### src/rtl/xbus_pkg.sv
package xbus_pkg;

  localparam int TCFG_W = 15;
  localparam int FCFG_W = 4;

  typedef enum logic [2:0] {
    PH_IDLE, PH_A, PH_B, PH_C, PH_D, PH_E, PH_F, PH_DONE
  } phase_t;

  // timing word, lowest field at bit 0
  typedef struct packed {
    logic [1:0] f_wr;
    logic [1:0] f_rd;
    logic [4:0] e;
    logic       d;
    logic [1:0] c;
    logic       b;
    logic [1:0] a;
  } tcfg_t;

  typedef struct packed {
    logic [1:0] btype;   // [0] multiplexed, [1] 16-bit
    logic       rdy_sync;
    logic       rdy_en;
  } fcfg_t;

endpackage

### src/rtl/xbus_cfg_sel.sv
module xbus_cfg_sel
  import xbus_pkg::*;
#(
  parameter int NUM_WIN = 4,
  parameter int WIN_W   = 2
) (
  input  logic                      clk,
  input  logic                      rst_n,
  input  logic                      load,
  input  logic [WIN_W-1:0]          win,
  input  logic [NUM_WIN*TCFG_W-1:0] cfg_timing,
  input  logic [NUM_WIN*FCFG_W-1:0] cfg_func,
  output tcfg_t                     tcfg_live,
  output tcfg_t                     tcfg_q,
  output fcfg_t                     fcfg_q
);

  tcfg_t t_arr [NUM_WIN];
  fcfg_t f_arr [NUM_WIN];
  fcfg_t fcfg_live;

  for (genvar g = 0; g < NUM_WIN; g++) begin : g_unpack
    assign t_arr[g] = tcfg_t'(cfg_timing[g*TCFG_W +: TCFG_W]);
    assign f_arr[g] = fcfg_t'(cfg_func[g*FCFG_W +: FCFG_W]);
  end

  always_comb begin
    tcfg_live = '0;
    fcfg_live = '0;
    for (int i = 0; i < NUM_WIN; i++) begin
      if (win == WIN_W'(i)) begin
        tcfg_live = t_arr[i];
        fcfg_live = f_arr[i];
      end
    end
  end

  always_ff @(posedge clk or negedge rst_n) begin
    if (!rst_n) begin
      tcfg_q <= '0;
      fcfg_q <= '0;
    end else if (load) begin
      tcfg_q <= tcfg_live;
      fcfg_q <= fcfg_live;
    end
  end

endmodule

### src/rtl/xbus_ready_sync.sv
module xbus_ready_sync #(
  parameter int STAGES = 2
) (
  input  logic clk,
  input  logic rst_n,
  input  logic ready_in,
  input  logic sync_mode,
  output logic ready_out
);

  logic [STAGES-1:0] pipe_q;
  logic [STAGES-1:0] pipe_d;

  always_comb pipe_d = {pipe_q[STAGES-2:0], ready_in};

  always_ff @(posedge clk or negedge rst_n) begin
    if (!rst_n) pipe_q <= '0;
    else        pipe_q <= pipe_d;
  end

  // synchronous source is sampled directly, asynchronous through the chain
  assign ready_out = sync_mode ? ready_in : pipe_q[STAGES-1];

endmodule

### src/rtl/xbus_phase_fsm.sv
module xbus_phase_fsm
  import xbus_pkg::*;
(
  input  logic   clk,
  input  logic   rst_n,
  input  logic   start,
  input  logic   write,
  input  tcfg_t  tcfg_live,
  input  tcfg_t  tcfg_q,
  input  fcfg_t  fcfg_q,
  input  logic   ready,
  output phase_t phase,
  output logic   e_end
);

  localparam int CW = $bits(tcfg_q.e);

  phase_t        ph_q, ph_d;
  logic [CW-1:0] cnt_q, cnt_d;
  logic [CW:0]   fix_len;
  logic          last;
  logic [1:0]    f_len;

  always_comb begin
    f_len = write ? tcfg_q.f_wr : tcfg_q.f_rd;
    case (ph_q)
      PH_A:    fix_len = (CW+1)'(tcfg_q.a);
      PH_B:    fix_len = (CW+1)'(tcfg_q.b) + (CW+1)'(1);
      PH_C:    fix_len = (CW+1)'(tcfg_q.c);
      PH_D:    fix_len = (CW+1)'(tcfg_q.d);
      PH_F:    fix_len = (CW+1)'(f_len);
      default: fix_len = (CW+1)'(1);
    endcase
    last  = ({1'b0, cnt_q} + (CW+1)'(1)) == fix_len;
    e_end = (ph_q == PH_E) && (cnt_q >= tcfg_q.e) && (!fcfg_q.rdy_en || ready);
  end

  always_comb begin
    ph_d = ph_q;
    case (ph_q)
      PH_IDLE: if (start) ph_d = (tcfg_live.a != '0) ? PH_A : PH_B;
      PH_A:    if (last) ph_d = PH_B;
      PH_B:    if (last) ph_d = (tcfg_q.c != '0) ? PH_C :
                                (tcfg_q.d != 1'b0) ? PH_D : PH_E;
      PH_C:    if (last) ph_d = (tcfg_q.d != 1'b0) ? PH_D : PH_E;
      PH_D:    if (last) ph_d = PH_E;
      PH_E:    if (e_end) ph_d = (f_len != '0) ? PH_F : PH_DONE;
      PH_F:    if (last) ph_d = PH_DONE;
      default: ph_d = PH_IDLE;
    endcase
    if (ph_d != ph_q)          cnt_d = '0;
    else if (cnt_q == '1)      cnt_d = cnt_q;
    else                       cnt_d = cnt_q + CW'(1);
  end

  always_ff @(posedge clk or negedge rst_n) begin
    if (!rst_n) begin
      ph_q  <= PH_IDLE;
      cnt_q <= '0;
    end else begin
      ph_q  <= ph_d;
      cnt_q <= cnt_d;
    end
  end

  assign phase = ph_q;

endmodule

### src/rtl/xbus_phase_seq.sv
module xbus_phase_seq
  import xbus_pkg::*;
#(
  parameter int NUM_WIN = 4,
  parameter int AW      = 24,
  parameter int DW      = 16,
  parameter int WIN_W   = (NUM_WIN > 1) ? $clog2(NUM_WIN) : 1
) (
  input  logic                      clk,
  input  logic                      rst_n,
  input  logic                      req_valid,
  input  logic                      req_write,
  input  logic [AW-1:0]             req_addr,
  input  logic [DW-1:0]             req_wdata,
  input  logic [WIN_W-1:0]          req_win,
  input  logic [NUM_WIN*15-1:0]     cfg_timing,
  input  logic [NUM_WIN*4-1:0]      cfg_func,
  output logic                      busy,
  output logic [AW-1:0]             bus_addr,
  output logic                      bus_ale,
  output logic                      bus_rd_n,
  output logic                      bus_wr_n,
  output logic [DW-1:0]             bus_ad_out,
  output logic                      bus_ad_oe,
  input  logic [DW-1:0]             bus_ad_in,
  input  logic                      bus_ready,
  output logic [DW-1:0]             rsp_rdata,
  output logic                      rsp_done
);

  localparam int HALF = DW / 2;

  tcfg_t         tcfg_live, tcfg_q;
  fcfg_t         fcfg_q;
  phase_t        phase;
  logic          start, e_end, rdy;
  logic          wr_q;
  logic [AW-1:0] addr_q;
  logic [DW-1:0] wdata_q, rdata_q;
  logic          active, wide, muxed, data_ph;

  function automatic logic [DW-1:0] narrow(input logic [DW-1:0] x, input logic w);
    return w ? x : {{(DW-HALF){1'b0}}, x[HALF-1:0]};
  endfunction

  assign start = req_valid && (phase == PH_IDLE);

  xbus_cfg_sel #(.NUM_WIN(NUM_WIN), .WIN_W(WIN_W)) i_cfg_sel (
    .clk(clk), .rst_n(rst_n), .load(start), .win(req_win),
    .cfg_timing(cfg_timing), .cfg_func(cfg_func),
    .tcfg_live(tcfg_live), .tcfg_q(tcfg_q), .fcfg_q(fcfg_q)
  );

  xbus_ready_sync #(.STAGES(2)) i_ready_sync (
    .clk(clk), .rst_n(rst_n), .ready_in(bus_ready),
    .sync_mode(fcfg_q.rdy_sync), .ready_out(rdy)
  );

  xbus_phase_fsm i_fsm (
    .clk(clk), .rst_n(rst_n), .start(start), .write(wr_q),
    .tcfg_live(tcfg_live), .tcfg_q(tcfg_q), .fcfg_q(fcfg_q),
    .ready(rdy), .phase(phase), .e_end(e_end)
  );

  always_ff @(posedge clk or negedge rst_n) begin
    if (!rst_n) begin
      wr_q    <= 1'b0;
      addr_q  <= '0;
      wdata_q <= '0;
    end else if (start) begin
      wr_q    <= req_write;
      addr_q  <= req_addr;
      wdata_q <= req_wdata;
    end
  end

  always_ff @(posedge clk or negedge rst_n) begin
    if (!rst_n)                rdata_q <= '0;
    else if (e_end && !wr_q)   rdata_q <= narrow(bus_ad_in, wide);
  end

  always_comb begin
    active  = (phase != PH_IDLE) && (phase != PH_DONE);
    wide    = fcfg_q.btype[1];
    muxed   = fcfg_q.btype[0];
    data_ph = (phase == PH_C) || (phase == PH_D) || (phase == PH_E) || (phase == PH_F);
    busy     = (phase != PH_IDLE);
    rsp_done = (phase == PH_DONE);
    bus_addr = active ? addr_q : '0;
    bus_ale  = (phase == PH_B);
    bus_rd_n = !((phase == PH_E) && !wr_q);
    bus_wr_n = !((phase == PH_E) && wr_q);
    if ((phase == PH_B) && muxed) begin
      bus_ad_out = narrow(addr_q[DW-1:0], wide);
      bus_ad_oe  = 1'b1;
    end else if (data_ph && wr_q) begin
      bus_ad_out = narrow(wdata_q, wide);
      bus_ad_oe  = 1'b1;
    end else begin
      bus_ad_out = '0;
      bus_ad_oe  = 1'b0;
    end
  end

  assign rsp_rdata = rdata_q;

endmodule

### config.mk
export PLATFORM = sky130hd
export DESIGN_NAME = xbus_phase_seq
export DESIGN_NICKNAME = d
export VERILOG_FILES = /design/src/rtl/xbus_pkg.sv /design/src/rtl/xbus_cfg_sel.sv /design/src/rtl/xbus_ready_sync.sv /design/src/rtl/xbus_phase_fsm.sv /design/src/rtl/xbus_phase_seq.sv
export SDC_FILE = /design/constraint.sdc
export NUM_CORES = 1
export LEC_CHECK = 0
export ABC_CLOCK_PERIOD_IN_PS = 2200
export BUFFER_PORTS_ARGS = -buffer_cell sky130_fd_sc_hd__buf_2
export CELL_PAD_IN_SITES_DETAIL_PLACEMENT = 0
export CELL_PAD_IN_SITES_GLOBAL_PLACEMENT = 1
export CORE_MARGIN = 2
export CORE_UTILIZATION = 33
export DETAILED_ROUTE_END_ITERATION = 8
export PLACE_DENSITY_LB_ADDON = 0.1
export SLEW_MARGIN = 20
export SYNTH_ARGS = -nofsm -noshare
export SYNTH_HDL_FRONTEND = slang
export SYNTH_SLANG_ARGS = --single-unit
### constraint.sdc
create_clock -name clk -period 2.2 [get_ports clk]
set_clock_uncertainty 0.15 [all_clocks]
set_input_delay 0.44 -clock clk [delete_from_list [all_inputs] [get_ports clk]]
set_output_delay 0.44 -clock clk [all_outputs]
set_load 0.005 [all_outputs]
==> results.md, run 1 <==
- The run finished, with violations left.
- The checks that failed: negative setup slack.
- The register-to-register path setup slack is 0.02 ns.
- The later-pin clock latency in the skew report is 0.33 ns.
- Entering global routing, the biggest net connects 51 pins.
- The CTS tree is built.
- The reported leakage power is 3.53 nW.
- Setup repair after global routing could not meet its margin everywhere.
- The share of power burned in combinational logic is 7.2%.
- The total setup violations reported at the end of the flow is 41.
- The die covers 15200 sq um.
- Per report_power, the sequential group accounts for 45.7% of the total.
- Traced cell by cell, the critical path runs through buf_6, nand2_8, nor2_4, nor2_4, clkbuf_16, and2_1, buf_2.
- At the worst endpoint, the required time is 1.61 ns.
- For this design, the slowest cell found on the critical path is sky130_fd_sc_hd__dfrtp_2.
- The sequential cell area fraction in the yosys report is 45.8%.
- The first TritonRoute pass finished after 4 iterations.
- The floorplan has 43 rows.
- After layout, the worst setup slack is -0.136 ns.
- In this run the power density over the cells is 500 nW/um^2.
- The final-report hold violation count came to 0.
- The switching fraction of total power is 21.0%.
- The weighted congestion at the end of routability-driven global placement is 0.835.
- The number of warnings printed during yosys synthesis is 0.
- The net switching component of the power is 0.726 mW.
- After legalization and detailed placement, the total HPWL measured 9430 um.
- Final hold analysis gives a worst-case slack of 0.0836 ns.
- The cell occurring most often along the worst timing path is sky130_fd_sc_hd__nor2_4.
- STA classifies the critical path startpoint as a register.
- The number of enable flip-flop cells after synthesis is 0.
- For this run, design rule violations remaining after detail routing come to 0.
- The peak fanout along the critical path is 12.
- The category of the critical setup timing path is register to output port.
- The area added between synthesis and finish is 47.5%.
- The share of total power dissipated in the clock network is 47.1%.
- The via count of the first global-routing pass came to 3934.
- 0 antenna diodes ended up in the layout.
- The initial core utilization is 33.8%.
- The total vias in the final route is 4020.
- Wires add up to 13000 um.
- In the synthesized netlist the dominant register cell turns out to be sky130_fd_sc_hd__dfrtp_1.
- The first-pass GRT wire length is 19800 um.
- The clock passes through at most 2 buffers.
- The number of cells on the worst reg-to-reg path is 6.
- STA puts the critical path data arrival time at 1.75 ns.
- The die is 123 um wide.
- The average wire per standard cell is 15.6 um.
- Cells with a size suffix above 1 make up 63.0% of the layout.
- Before CTS, the worst setup slack after placement is -0.0398 ns.
- In this run the most critical hold path is launched from bus_ready.
- The unique cell type count in the Yosys netlist is 53.
- The endpoint of the worst register-to-register path is i_fsm.phase[1]$_DFF_PN0_.
- The number of pins exceeding their max-slew limit in the final report is 0.
- The vias per cell is 4.85.
- The startpoint of the lowest-slack register-to-register path is i_fsm.cnt_q[0]$_DFFE_PN0P_.
- In this run the mean area of a mapped cell was 11.6 sq um.
- After synthesis, the share of flip-flops with an asynchronous set or reset is 100%.
- In the layout the commonest cells are sky130_fd_sc_hd__buf_2 (187), sky130_fd_sc_hd__dfrtp_1 (83), sky130_fd_sc_hd__mux2_2 (62).
- Leaving out fill and tap cells, the most frequent cell in the layout is sky130_fd_sc_hd__buf_2.
- The region available for standard cell placement spans 13900 sq um.
- The critical path contains buffers and inverters numbering 3 combined.
- The synthesized area is 4700 sq um.
- VDD sags by at most 0.279 mV.
- The number of cells produced by synthesis is 404.
- Clock-pin slew was measured on the worst setup and hold paths at 0.06 ns.
- Global routing finished with a remaining overflow of 0.
- The final layout contains 790 nets.
- The internal cell power is 2.74 mW.
- For the finished layout, the period the worst path requires is 2.34 ns.
- The root cell of the clock tree is sky130_fd_sc_hd__clkbuf_16.
- The total global routing track utilization is 16.9%.
- Along the worst hold path, the cell count comes to 1.
- For this block, the initial DRC count from the detailed router was 161.
- The count of max-cap constraint violations is 0.
- Measured against its own limit, the worst slew margin works out to 66.3%.
- The initial antenna violation count is 0.
- STA classifies the critical path endpoint as an output port.
- The synthesized flop and latch total is 86.
- For this design the top-level I/O count stands at 201.
- The sink count of the clock tree is 86.
- The critical path's largest stage delay is 0.47 ns.
- The class of the tightest hold or removal check is input pin to register.
- The number of buffers created by CTS is 9.
- In this run the number of H-tree levels came out at 3.
- In this run the tool buffered the top-level ports with 200 buffer cells.
- The highest achievable clock rate is 0.428 GHz.
- The path with the worst hold slack has its endpoint at i_ready_sync.pipe_q[0]$_DFF_PN0_.
- The y dimension of the die is 123 um.
- The number of nets with antenna violations after routing is 0.
- The net count of the mapped netlist is 550.
- For the pin with the worst max-slew slack, the measured transition is 0.506 ns.
- The part of the cycle the worst path needs is 106%.
- The cell family with the largest share of critical-path delay is buffers and inverters.
==> registers in the layout, summed over array words and instances, names as in the netlist <==
signal,cells
addr_q,24
i_cfg_sel.fcfg_q,4
i_cfg_sel.tcfg_q,15
i_fsm.cnt_q,5
i_fsm.phase,3
i_ready_sync.pipe_q,2
rsp_rdata,16
wdata_q,16
wr_q,1
==> how the worst max path moves through the flow <==
stage,start,to,depth (start not counted)
finish,i_fsm.phase[2]$_DFF_PN0_,bus_addr[0],7
global route,i_fsm.phase[2]$_DFF_PN0_,bus_addr[7],7
CTS,i_fsm.phase[2]$_DFF_PN0_,bus_ad_out[15],7
detailed placement,i_fsm.cnt_q[0]$_DFFE_PN0P_,rsp_rdata[0]$_DFFE_PN0P_,9
global placement,i_fsm.cnt_q[0]$_DFFE_PN0P_,rsp_rdata[0]$_DFFE_PN0P_,9
floorplan,i_fsm.cnt_q[0]$_DFFE_PN0P_,rsp_rdata[6]$_DFFE_PN0P_,10
==> layer usage <==
| metal | part of all wire, % | vias to the layer above | global-route usage [%] |
|---|---|---|---|
| met4 | 1.8 | 0 | 5.97 |
| met5 | 0 | - | 0 |
| li1 | - | 1907 | - |
| met1 | 44 | 1960 | 22.1 |
| met2 | 49 | 133 | 28.2 |
| met3 | 5.2 | 20 | 2.77 |
==> worst register-to-register path, stage by stage (launching register included) <==
cell                      delay (ns)
sky130_fd_sc_hd__dfrtp_1        0.41
sky130_fd_sc_hd__ha_1           0.22
sky130_fd_sc_hd__and3_1         0.14
sky130_fd_sc_hd__ha_1           0.33
sky130_fd_sc_hd__nor4_4         0.40
sky130_fd_sc_hd__nand3_2        0.09
sky130_fd_sc_hd__a221o_1        0.32
==> stage by stage <==
step                      total power, mW  instance area, sq um  std cells  utilization, %  setup TNS [ns]
after global placement               1.86                  6080        788            43.8               0
after global routing                 3.62                  6930        829            49.9           -7.39
after detailed placement             1.87                  6080        788            43.8          -0.332
final                                3.46                  6930        829            49.9           -3.86
after floorplan                      1.69                  4700        404               -               0
after CTS                            3.52                  6580        813            47.4           -3.40
==> final cells by class <==
class                   count  area, sq um
fillers                  1308         6950
clock inverters             5         82.6
inverters                  19         76.3
clock buffers              11          233
multi-input cells         275         2560
well taps                 180          225
flip-flops and latches     86         2160
repair buffers            253         1600
==> cells in the mapped netlist (all sizes together), types with 2 or more instances <==
cell type / count / area (sq um)
ha: 7 / 87.6
nor2: 6 / 22.5
nand2: 49 / 184
clkbuf: 8 / 30.0
mux4: 19 / 428
nand2b: 5 / 31.3
inv: 18 / 67.6
a22oi: 2 / 15.0
dfrtp: 86 / 2150
and2: 28 / 176
o21ai: 12 / 60.1
a21oi: 23 / 119
xnor2: 2 / 17.5
a211oi: 2 / 20.0
nand4: 2 / 12.5
nor3: 11 / 60.1
or2: 2 / 12.5
nand3: 3 / 20.0
xor2: 2 / 17.5
and3: 2 / 13.8
nor2b: 3 / 21.3
mux2i: 15 / 150
mux2: 64 / 728
o211ai: 2 / 15.0
buf: 16 / 100
==> repair_timing <==
item	CTS	global route
hold endpoints to repair	35	0
setup buffers	7	15
gates cloned	1	2
pin swaps	3	20
resized for setup	32	46
setup endpoints to repair	51	58
hold buffers	1	0
==> kinds of logic (layout without fill, tap and decap cells) <==
| logic type | Yosys count | after routing | share of synthesized area [%] |
|---|---|---|---|
| AO/OA/AOI/OAI | 50 | 50 | 6.60 |
| XOR/XNOR | 4 | 4 | 0.746 |
| adder cells (fa/ha/maj) | 7 | 7 | 1.86 |
| buffers and inverters | 43 | 288 | 4.29 |
| flip-flops | 86 | 86 | 45.8 |
| multiplexers | 98 | 98 | 27.8 |
| AND/OR/NAND/NOR | 116 | 116 | 12.9 |
==> power by group through the flow <==
| stage | logic [mW] | registers [mW] | clock network [mW] |
|---|---|---|---|
| floorplan | 0.0784 | 1.61 | 0 |
| global placement | 0.250 | 1.61 | 0 |
| detailed placement | 0.254 | 1.61 | 0 |
| CTS | 0.256 | 1.58 | 1.68 |
| global route | 0.276 | 1.58 | 1.76 |
| finish | 0.249 | 1.58 | 1.63 |
No activity file was read; power rests on OpenSTA's default activity.
==> inputs of run 2 (changes only) <==
ABC_AREA = 1   (was unset)
CORE_ASPECT_RATIO = 0.5   (was unset)
CORE_UTILIZATION = 30   (was 33)
HOLD_SLACK_MARGIN = 0.05   (was unset)
==> results.md, run 2 <==
- The final-report hold violation count was 0 (unchanged).
- The most common cell in the netlist is sky130_fd_sc_hd__nand2_1.
- The later-pin clock latency in the skew report was 0.34 ns (about the same).
- The antenna diode count is 0 (unchanged).
- The capturing element type of the critical path is an output port.
- TritonCTS built the clock tree.
- The first-pass GRT wire length was 23500 um (+19%).
- The data arrival time of the critical path was 1.71 ns (-0.04 ns).
- The number of pins exceeding their max-slew limit in the final report is 0 (unchanged).
- The register with the highest flop count is addr_q.
- The setup path with the least slack is of type register to output port.
- The root cell of the clock tree is sky130_fd_sc_hd__clkbuf_16.
- The net count reported at finish was 994 (+26%).
- The area share of the largest cell type after synthesis came to 46.1% (+0.34 points).
- The buffers plus inverters on the worst setup path came to 4 (+1).
- The synthesized flop and latch total is 86 (unchanged).
- The share of post-route cells with drive strength above 1 is 43.4% (-20 points).
- For this run, the leading register cell type out of synthesis is sky130_fd_sc_hd__dfrtp_1.
- The number of warnings printed during yosys synthesis is 0 (unchanged).
- The most frequent standard cell in the layout excluding fill and tap cells is sky130_fd_sc_hd__buf_2.
- The pin count of the biggest net entering global routing is 84 (+65%).
- The total setup violations reported at the end of the flow is 28 (-32%).
- The number of flip-flops in the largest register was 24 (unchanged).
- The number of buffers created by CTS is 9 (unchanged).
- The placeable core area was 15300 sq um (+10%).
- The total global routing track utilization is 17.7% (+0.87 points).
- The critical path data required time is 1.61 ns (about the same).
- The first-pass iteration count of the detailed router is 4 (unchanged).
- The aggregate global routing overflow is 0 (unchanged).
- The half-perimeter wire length of the detailed placement result was 10900 um (+15%).
- The unique cell type count in the Yosys netlist is 36 (-32%).
- The share of the core filled with cells in the final layout is 46.3% (-3.6 points).
- The endpoint identified for the worst register-to-register timing path is i_fsm.cnt_q[2]$_DFFE_PN0P_.
- The worst hold path belongs to the class input pin to register.
- The number of cells produced by synthesis came to 602 (+49%).
- The sequential cell area was 2160 sq um (unchanged).
- The part of the cycle the worst path needs is 105% (-1.4 points).
- Setup repair after global routing could not meet its margin everywhere.
- The critical path capture point is bus_ad_out[13].
- The final routed DRC violation total is 0 (unchanged).
- The multi-input logic area came to 2410 sq um (-5.7%).
- The depth of the CTS H-tree was 3 (unchanged).
- The horizontal die dimension is 180 um (+46%).
- The net count of the mapped netlist came to 748 (+36%).
- The y dimension of the die is 92.2 um (-25%).
- Summed over all instances, the cell type with the most area after synthesis is sky130_fd_sc_hd__dfrtp_1.
- The number of nets with antenna violations after routing is 0 (unchanged).
- From synthesis to final layout, the design area changed by 51.7%.
- The vias per cell came to 4.52 (-6.7%).
- The share of async-settable or async-resettable flops after synthesis is 100% (unchanged).
- By area the synthesized netlist is led by sky130_fd_sc_hd__dfrtp_1 (46%), sky130_fd_sc_hd__nand2_1 (13%), sky130_fd_sc_hd__o21ai_0 (7.2%), sky130_fd_sc_hd__inv_1 (5.4%), sky130_fd_sc_hd__nor2_1 (4.3%).
- The count of max-cap constraint violations is 0 (unchanged).
- The maximum ir drop on the vdd rail came to 0.336 mV (+20%).
- The number of cells on the worst reg-to-reg path is 12 (+6).
- The checks that failed: negative setup slack.
- The run finished, with violations left.
- The mean instance size in the synthesized netlist is 7.75 sq um (-33%).
- The site row count is 32 (-26%).
- The initial core utilization is 30.5% (-3.4 points).
- The critical path's largest stage delay was 0.40 ns (-0.07 ns).
- The sequential cell area fraction in the yosys report came to 46.1% (+0.34 points).
- The die area is 16600 sq um (+9.3%).
- The cell family with the largest share of critical-path delay is buffers and inverters.
- The element type at the critical path start is a register.
- The weighted congestion at the end of routability-driven global placement is 0.858 (+2.8%).
- The reported leakage power is 3.59 nW (+1.8%).
- The synthesized area is 4660 sq um (-0.75%).
- The logic depth of the worst path, buffers included was 7 (unchanged).
- The highest achievable clock rate is 0.434 GHz (+1.4%).
- The initial antenna violation count is 0 (unchanged).
- The clock transition at the registers of the reported paths is 0.06 ns (about the same).
- The peak fanout along the critical path is 16 (+4).
- The number of enable flip-flop cells after synthesis came to 0 (unchanged).
- The register-to-register path setup slack is -0.04 ns (-0.06 ns).
- The sink count of the clock tree is 86 (unchanged).
- The count of buffers inserted at the top-level ports came to 200 (unchanged).
- Walking the worst path, the cells encountered are inv_2, nand3_4, nor2_4, inv_4, buf_12, a211oi_2, buf_2.
- The violation count after the first detailed-routing iteration is 216 (+34%).
- The number of fill cells in the layout was 1569 (+20%).
- The power consumption is 3.49 mW (+0.67%).
- The hold path depth was 1 (unchanged).
- The total wire length is 14600 um (+12%).
- The worst max-slew margin expressed relative to the limit is 65.3% (-0.99 points).
- The average wire per standard cell came to 13.8 um (-12%).
- The final critical path time including I/O delays and setup is 2.30 ns (-0.0314 ns).
- The via count of the first global-routing pass is 4739 (+20%).
- The final critical-path setup slack is -0.105 ns (+0.0314 ns).
- By count the netlist is led by sky130_fd_sc_hd__nand2_1 (164), sky130_fd_sc_hd__dfrtp_1 (86), sky130_fd_sc_hd__inv_1 (67), sky130_fd_sc_hd__o21ai_0 (67), sky130_fd_sc_hd__nor2_1 (54).
- The critical path starts at i_fsm.phase[2]$_DFF_PN0_.
- The slew of the pin with the lowest slew margin was 0.521 ns (+0.0148 ns).
- The maximum clock path buffer count was 2 (unchanged).
- The power per cell area is 493 nW/um^2 (-1.4%).
- The startpoint of the lowest-slack register-to-register path is i_fsm.cnt_q[1]$_DFFE_PN0P_.
- The library cells used most frequently in the layout, excluding fill and tap cells, are sky130_fd_sc_hd__buf_2 (197), sky130_fd_sc_hd__nand2_1 (155), sky130_fd_sc_hd__dfrtp_1 (83).
- The count of pins on the block boundary is 201 (unchanged).
- The total vias in the final route was 4778 (+19%).
- The highest-delay cell along the critical path is sky130_fd_sc_hd__dfrtp_1.
[run 2: cells by family after synthesis]
logic type	share of synthesized area [%]
AND/OR/NAND/NOR	25.9
AO/OA/AOI/OAI	14.3
buffers and inverters	8.83
flip-flops	46.1
multiplexers	2.36
adder cells (fa/ha/maj)	1.88
XOR/XNOR	0.564
[run 2: worst min-delay path by stage]
stage	endpoint	slack (ns)	from
4_1_cts	i_ready_sync.pipe_q[0]$_DFF_PN0_	0.06	bus_ready
2_1_floorplan	addr_q[0]$_DFFE_PN0P_	-0.006	rst_n
3_3_place_gp	i_ready_sync.pipe_q[1]$_DFF_PN0_	0.19	i_ready_sync.pipe_q[0]$_DFF_PN0_
3_5_place_dp	i_ready_sync.pipe_q[1]$_DFF_PN0_	0.19	i_ready_sync.pipe_q[0]$_DFF_PN0_
6_report	i_ready_sync.pipe_q[0]$_DFF_PN0_	0.07	bus_ready
5_1_grt	i_ready_sync.pipe_q[0]$_DFF_PN0_	0.06	bus_ready
[run 2: area by class of cell]
| cell class | count | area share (%) |
|---|---|---|
| multi-input cells | 415 | 34.1 |
| flip-flops and latches | 86 | 30.5 |
| repair buffers | 261 | 23.1 |
| inverters | 75 | 4.12 |
| well taps | 204 | 3.61 |
| clock buffers | 11 | 3.43 |
| clock inverters | 4 | 1.13 |
[run 2: repair_timing]
item	4_1_cts	5_1_grt
cloned	2	1
buffers inserted	21	7
pin swaps	16	11
hold endpoints to repair	21	0
hold buffers	1	0
gates resized for setup	45	67
setup endpoints to repair	52	62
[run 2: per-layer routing]
layer | up-vias | global-route usage [%] | wire, um
li1 | 2440 | - | -
met3 | 14 | 4.33 | 813
met2 | 142 | 28.0 | 6420
met1 | 2182 | 24.5 | 7150
met4 | 0 | 4.44 | 174
met5 | - | 0 | 0
[run 2: power breakdown]
part	total [mW]	leakage (nW)	switching, mW	internal [mW]
combinational	0.247	2.54	0.121	0.126
sequential	1.58	0.893	0.000448	1.58
clock	1.65	0.158	0.625	1.03
total	3.49	3.59	0.747	2.74
[run 2: worst register-to-register path: stages, from the launching register on]
cell	delay, ns
sky130_fd_sc_hd__dfrtp_1	0.42
sky130_fd_sc_hd__ha_2	0.22
sky130_fd_sc_hd__and3_4	0.19
sky130_fd_sc_hd__ha_4	0.20
sky130_fd_sc_hd__a21oi_2	0.11
sky130_fd_sc_hd__nand3_2	0.10
sky130_fd_sc_hd__nor2_4	0.17
sky130_fd_sc_hd__nand3_2	0.09
sky130_fd_sc_hd__nand2_2	0.09
sky130_fd_sc_hd__nand2_2	0.06
sky130_fd_sc_hd__o21bai_4	0.14
sky130_fd_sc_hd__nand3_4	0.13
sky130_fd_sc_hd__nor2_1	0.11
[run 2: per-stage QoR]
step	TNS (ns)	setup slack [ns]	area (sq um)	std cells	hold WS (ns)
finish	-1.42	-0.105	7080	1056	0.0700
global route	-5.20	-0.189	7080	1056	0.0606
CTS	-1.94	-0.125	6820	1052	0.0617
detailed placement	-0.824	-0.161	6080	1013	0.186
global placement	-0.544	-0.0940	6080	1013	0.185
floorplan	0	0.0503	4660	602	-0.00559
==> inputs of run 3 (changes only) <==
--- a/config.mk
+++ b/config.mk
@@ -12,9 +12,9 @@
 export CELL_PAD_IN_SITES_GLOBAL_PLACEMENT = 1
 export CORE_ASPECT_RATIO = 0.5
-export CORE_MARGIN = 2
+export CORE_MARGIN = 4
 export CORE_UTILIZATION = 30
 export DETAILED_ROUTE_END_ITERATION = 8
 export HOLD_SLACK_MARGIN = 0.05
-export PLACE_DENSITY_LB_ADDON = 0.1
+export PLACE_DENSITY = 0.76
 export SLEW_MARGIN = 20
 export SYNTH_ARGS = -nofsm -noshare
==> constraint.sdc (replaced) <==
create_clock -name clk -period 2.2 [get_ports clk]
set_clock_uncertainty 0.15 [all_clocks]
set_input_delay 0.22 -clock clk [delete_from_list [all_inputs] [get_ports clk]]
set_output_delay 0.22 -clock clk [all_outputs]
set_load 0.005 [all_outputs]
==> results.md, run 3 (synthesis gave the netlist of run 2 again) <==
- The setup path with the least slack is of type register to register.
- The share of post-route cells with drive strength above 1 is 36.5% (-6.9 points).
- The clock network fraction of total power was 43.3% (-4.2 points).
- After global routing, the most crowded layer is met2.
- The net count reported at finish came to 1051 (+5.7%).
- The vias per cell is 4.60 (+1.8%).
- The violation count after the first detailed-routing iteration came to 206 (-4.6%).
- The sink count of the clock tree is 86 (unchanged).
- The number of pins exceeding their max-slew limit in the final report is 0 (unchanged).
- The multi-input logic area came to 2320 sq um (-3.8%).
- The part of the cycle the worst path needs was 100% (-4.7 points).
- The data arrival time of the critical path was 2.32 ns (+0.61 ns).
- The number of standard cells in the final layout excluding fillers was 1108 (+4.9%).
- The aggregate global routing overflow is 0 (unchanged).
- The share of power burned in combinational logic came to 10.3% (+3.2 points).
- The number of flip-flops in the largest register is 24 (unchanged).
- The hold path depth was 3 (+2).
- The average wire per standard cell is 14.3 um (+3.7%).
- The count of max-cap constraint violations came to 0 (unchanged).
- The net switching component of the power is 0.788 mW (+5.5%).
- The site row count is 31 (-3.1%).
- The critical path data required time is 2.32 ns (+0.71 ns).
- The weighted congestion at the end of routability-driven global placement was 0.879 (+2.4%).
- In the layout the commonest cells are sky130_fd_sc_hd__buf_2 (199), sky130_fd_sc_hd__nand2_1 (156), sky130_fd_sc_hd__dfrtp_1 (86).
- The maximum clock path buffer count is 2 (unchanged).
- The run finished, with violations left.
- The antenna diode count is 0 (unchanged).
- The worst setup path is captured at a register.
- STA classifies the critical path startpoint as a register.
- The placed cell count is 1005 (-0.79%).
- The number of buffers created by CTS is 9 (unchanged).
- The checks that failed: negative setup slack.
- The register with the highest flop count is addr_q.
- The count of buffers inserted at the top-level ports is 200 (unchanged).
- From synthesis to final layout, the design area changed by 60.4%.
- The highest achievable clock rate is 0.454 GHz (+4.7%).
- The number of fill cells in the layout was 1441 (-8.2%).
- The clock transition at the registers of the reported paths is 0.06 ns (about the same).
- The switching fraction of total power is 23.1% (+1.6 points).
- The number of nets with antenna violations after routing is 0 (unchanged).
- The first-pass iteration count of the detailed router is 4 (unchanged).
- The y dimension of the die is 96.2 um (+4.3%).
- The internal cell power is 2.63 mW (-4.1%).
- The pin count of the biggest net entering global routing is 84 (unchanged).
- The met3 usage in global routing is 3.36% (-0.97 points).
- The global-route track usage on met2 came to 30.9% (+3.0 points).
- The slew of the pin with the lowest slew margin is 0.603 ns (+0.0816 ns).
- The total vias in the final route is 5102 (+6.8%).
- The final routed DRC violation total is 0 (unchanged).
- The depth of the CTS H-tree was 3 (unchanged).
- The final critical path time including I/O delays and setup is 2.20 ns (-0.104 ns).
- The post-route worst hold slack was 0.0515 ns (-0.0185 ns).
- The power consumption came to 3.41 mW (-2.0%).
- TritonCTS built the clock tree.
- The half-perimeter wire length of the detailed placement result came to 11400 um (+4.8%).
- The power per cell area is 457 nW/um^2 (-7.3%).
- The pre-CTS setup slack is -0.189 ns (-0.0287 ns).
- The most frequent standard cell in the layout excluding fill and tap cells is sky130_fd_sc_hd__buf_2.
- The reported leakage power is 3.76 nW (+4.6%).
- The maximum ir drop on the vdd rail is 0.341 mV (+1.5%).
- The total setup violations reported at the end of the flow is 1 (-96%).
- The first-pass GRT wire length is 24300 um (+3.5%).
- The final-report hold violation count is 0 (unchanged).
- The peak fanout along the critical path was 5 (-11).
- The horizontal die dimension is 184 um (+2.2%).
- The met1 usage in global routing is 21.6% (-2.9 points).
- The placeable core area is 14900 sq um (-2.9%).
- The sequential cell area came to 2150 sq um (-0.17%).
- The later-pin clock latency in the skew report is 0.34 ns (about the same).
- Setup repair after global routing could not meet its margin everywhere.
- The initial core utilization is 31.4% (+0.90 points).
- The worst max-slew margin expressed relative to the limit was 59.8% (-5.4 points).
- The total global routing track utilization came to 17.3% (-0.41 points).
- The via count of the first global-routing pass is 4962 (+4.7%).
- The root cell of the clock tree is sky130_fd_sc_hd__clkbuf_16.
- The die area is 17700 sq um (+6.7%).
- The total wire length came to 15800 um (+8.8%).
- The relative contribution of sequential cells to total power is 46.4% (+1.0 points).
- The final critical-path setup slack is -0.000890 ns (+0.104 ns).
- The number of cells on the worst reg-to-reg path is 12 (unchanged).
- The initial antenna violation count is 0 (unchanged).
- The class of the tightest hold or removal check is input pin to register.
- The count of pins on the block boundary came to 201 (unchanged).
==> run 3: power by group through the flow <==
stage | clock [mW] | combinational (mW) | sequential (mW)
finish | 1.48 | 0.351 | 1.58
global route | 1.60 | 0.390 | 1.58
CTS | 1.52 | 0.353 | 1.58
detailed placement | 0 | 0.247 | 1.61
global placement | 0 | 0.247 | 1.61
floorplan | 0 | 0.0577 | 1.61
==> run 3: layout make-up <==
type                    count  share of cell area (%)
well taps                 198                    3.31
clock inverters             5                   0.552
flip-flops and latches     86                    28.8
repair buffers            318                    29.0
clock buffers              11                    3.38
inverters                  75                    3.93
multi-input cells         415                    31.1
==> run 3: path summary, 6_finish.rpt <==
path / start / to / slack, ns
max: i_fsm.cnt_q[0]$_DFFE_PN0P_ / i_fsm.cnt_q[3]$_DFFE_PN0P_ / -0.0009
min: cfg_timing[51] / i_cfg_sel.tcfg_q[6]$_DFFE_PN0P_ / 0.05
max reg2reg: i_fsm.cnt_q[0]$_DFFE_PN0P_ / i_fsm.cnt_q[3]$_DFFE_PN0P_ / -0.0009
min reg2reg: i_ready_sync.pipe_q[0]$_DFF_PN0_ / i_ready_sync.pipe_q[1]$_DFF_PN0_ / 0.19
max in group asynchronous: rst_n / i_fsm.cnt_q[1]$_DFFE_PN0P_ / 0.99
min in group asynchronous: rst_n / i_cfg_sel.tcfg_q[6]$_DFFE_PN0P_ / 0.29
==> run 3: what timing repair did <==
action,CTS,global route
endpoints found under the setup margin,21,31
buffers inserted,5,6
endpoints found under the hold margin,113,0
gates cloned,0,1
resized for setup,15,46
pin swaps,5,13
hold buffers,75,0
==> run 3: worst max-delay path, cell delays in order, from the launching register on <==
cell	delay [ns]
sky130_fd_sc_hd__dfrtp_1	0.40
sky130_fd_sc_hd__ha_2	0.21
sky130_fd_sc_hd__and3_4	0.15
sky130_fd_sc_hd__ha_4	0.21
sky130_fd_sc_hd__a21oi_2	0.12
sky130_fd_sc_hd__nand3_2	0.10
sky130_fd_sc_hd__nor2_4	0.15
sky130_fd_sc_hd__nand2_2	0.09
sky130_fd_sc_hd__nand2_2	0.08
sky130_fd_sc_hd__nand2_2	0.06
sky130_fd_sc_hd__o21bai_4	0.15
sky130_fd_sc_hd__nand3_4	0.13
sky130_fd_sc_hd__nor2_1	0.13
==> run 3: per-stage QoR <==
step           area, sq um  setup TNS, ns  utilization (%)
6_report              7480      -0.000890             50.3
5_1_grt               7480          -1.51             50.3
4_1_cts               7220       -0.00181             48.6
3_5_place_dp          6070          -1.22             40.8
3_3_place_gp          6070         -0.584             40.8
2_1_floorplan         4660              0                -
==> run 3: metal layers <==
metal	up-vias	routed length (um)
met5	-	0
met4	0	259
met3	20	659
met2	143	7940
met1	2384	6990
li1	2555	-
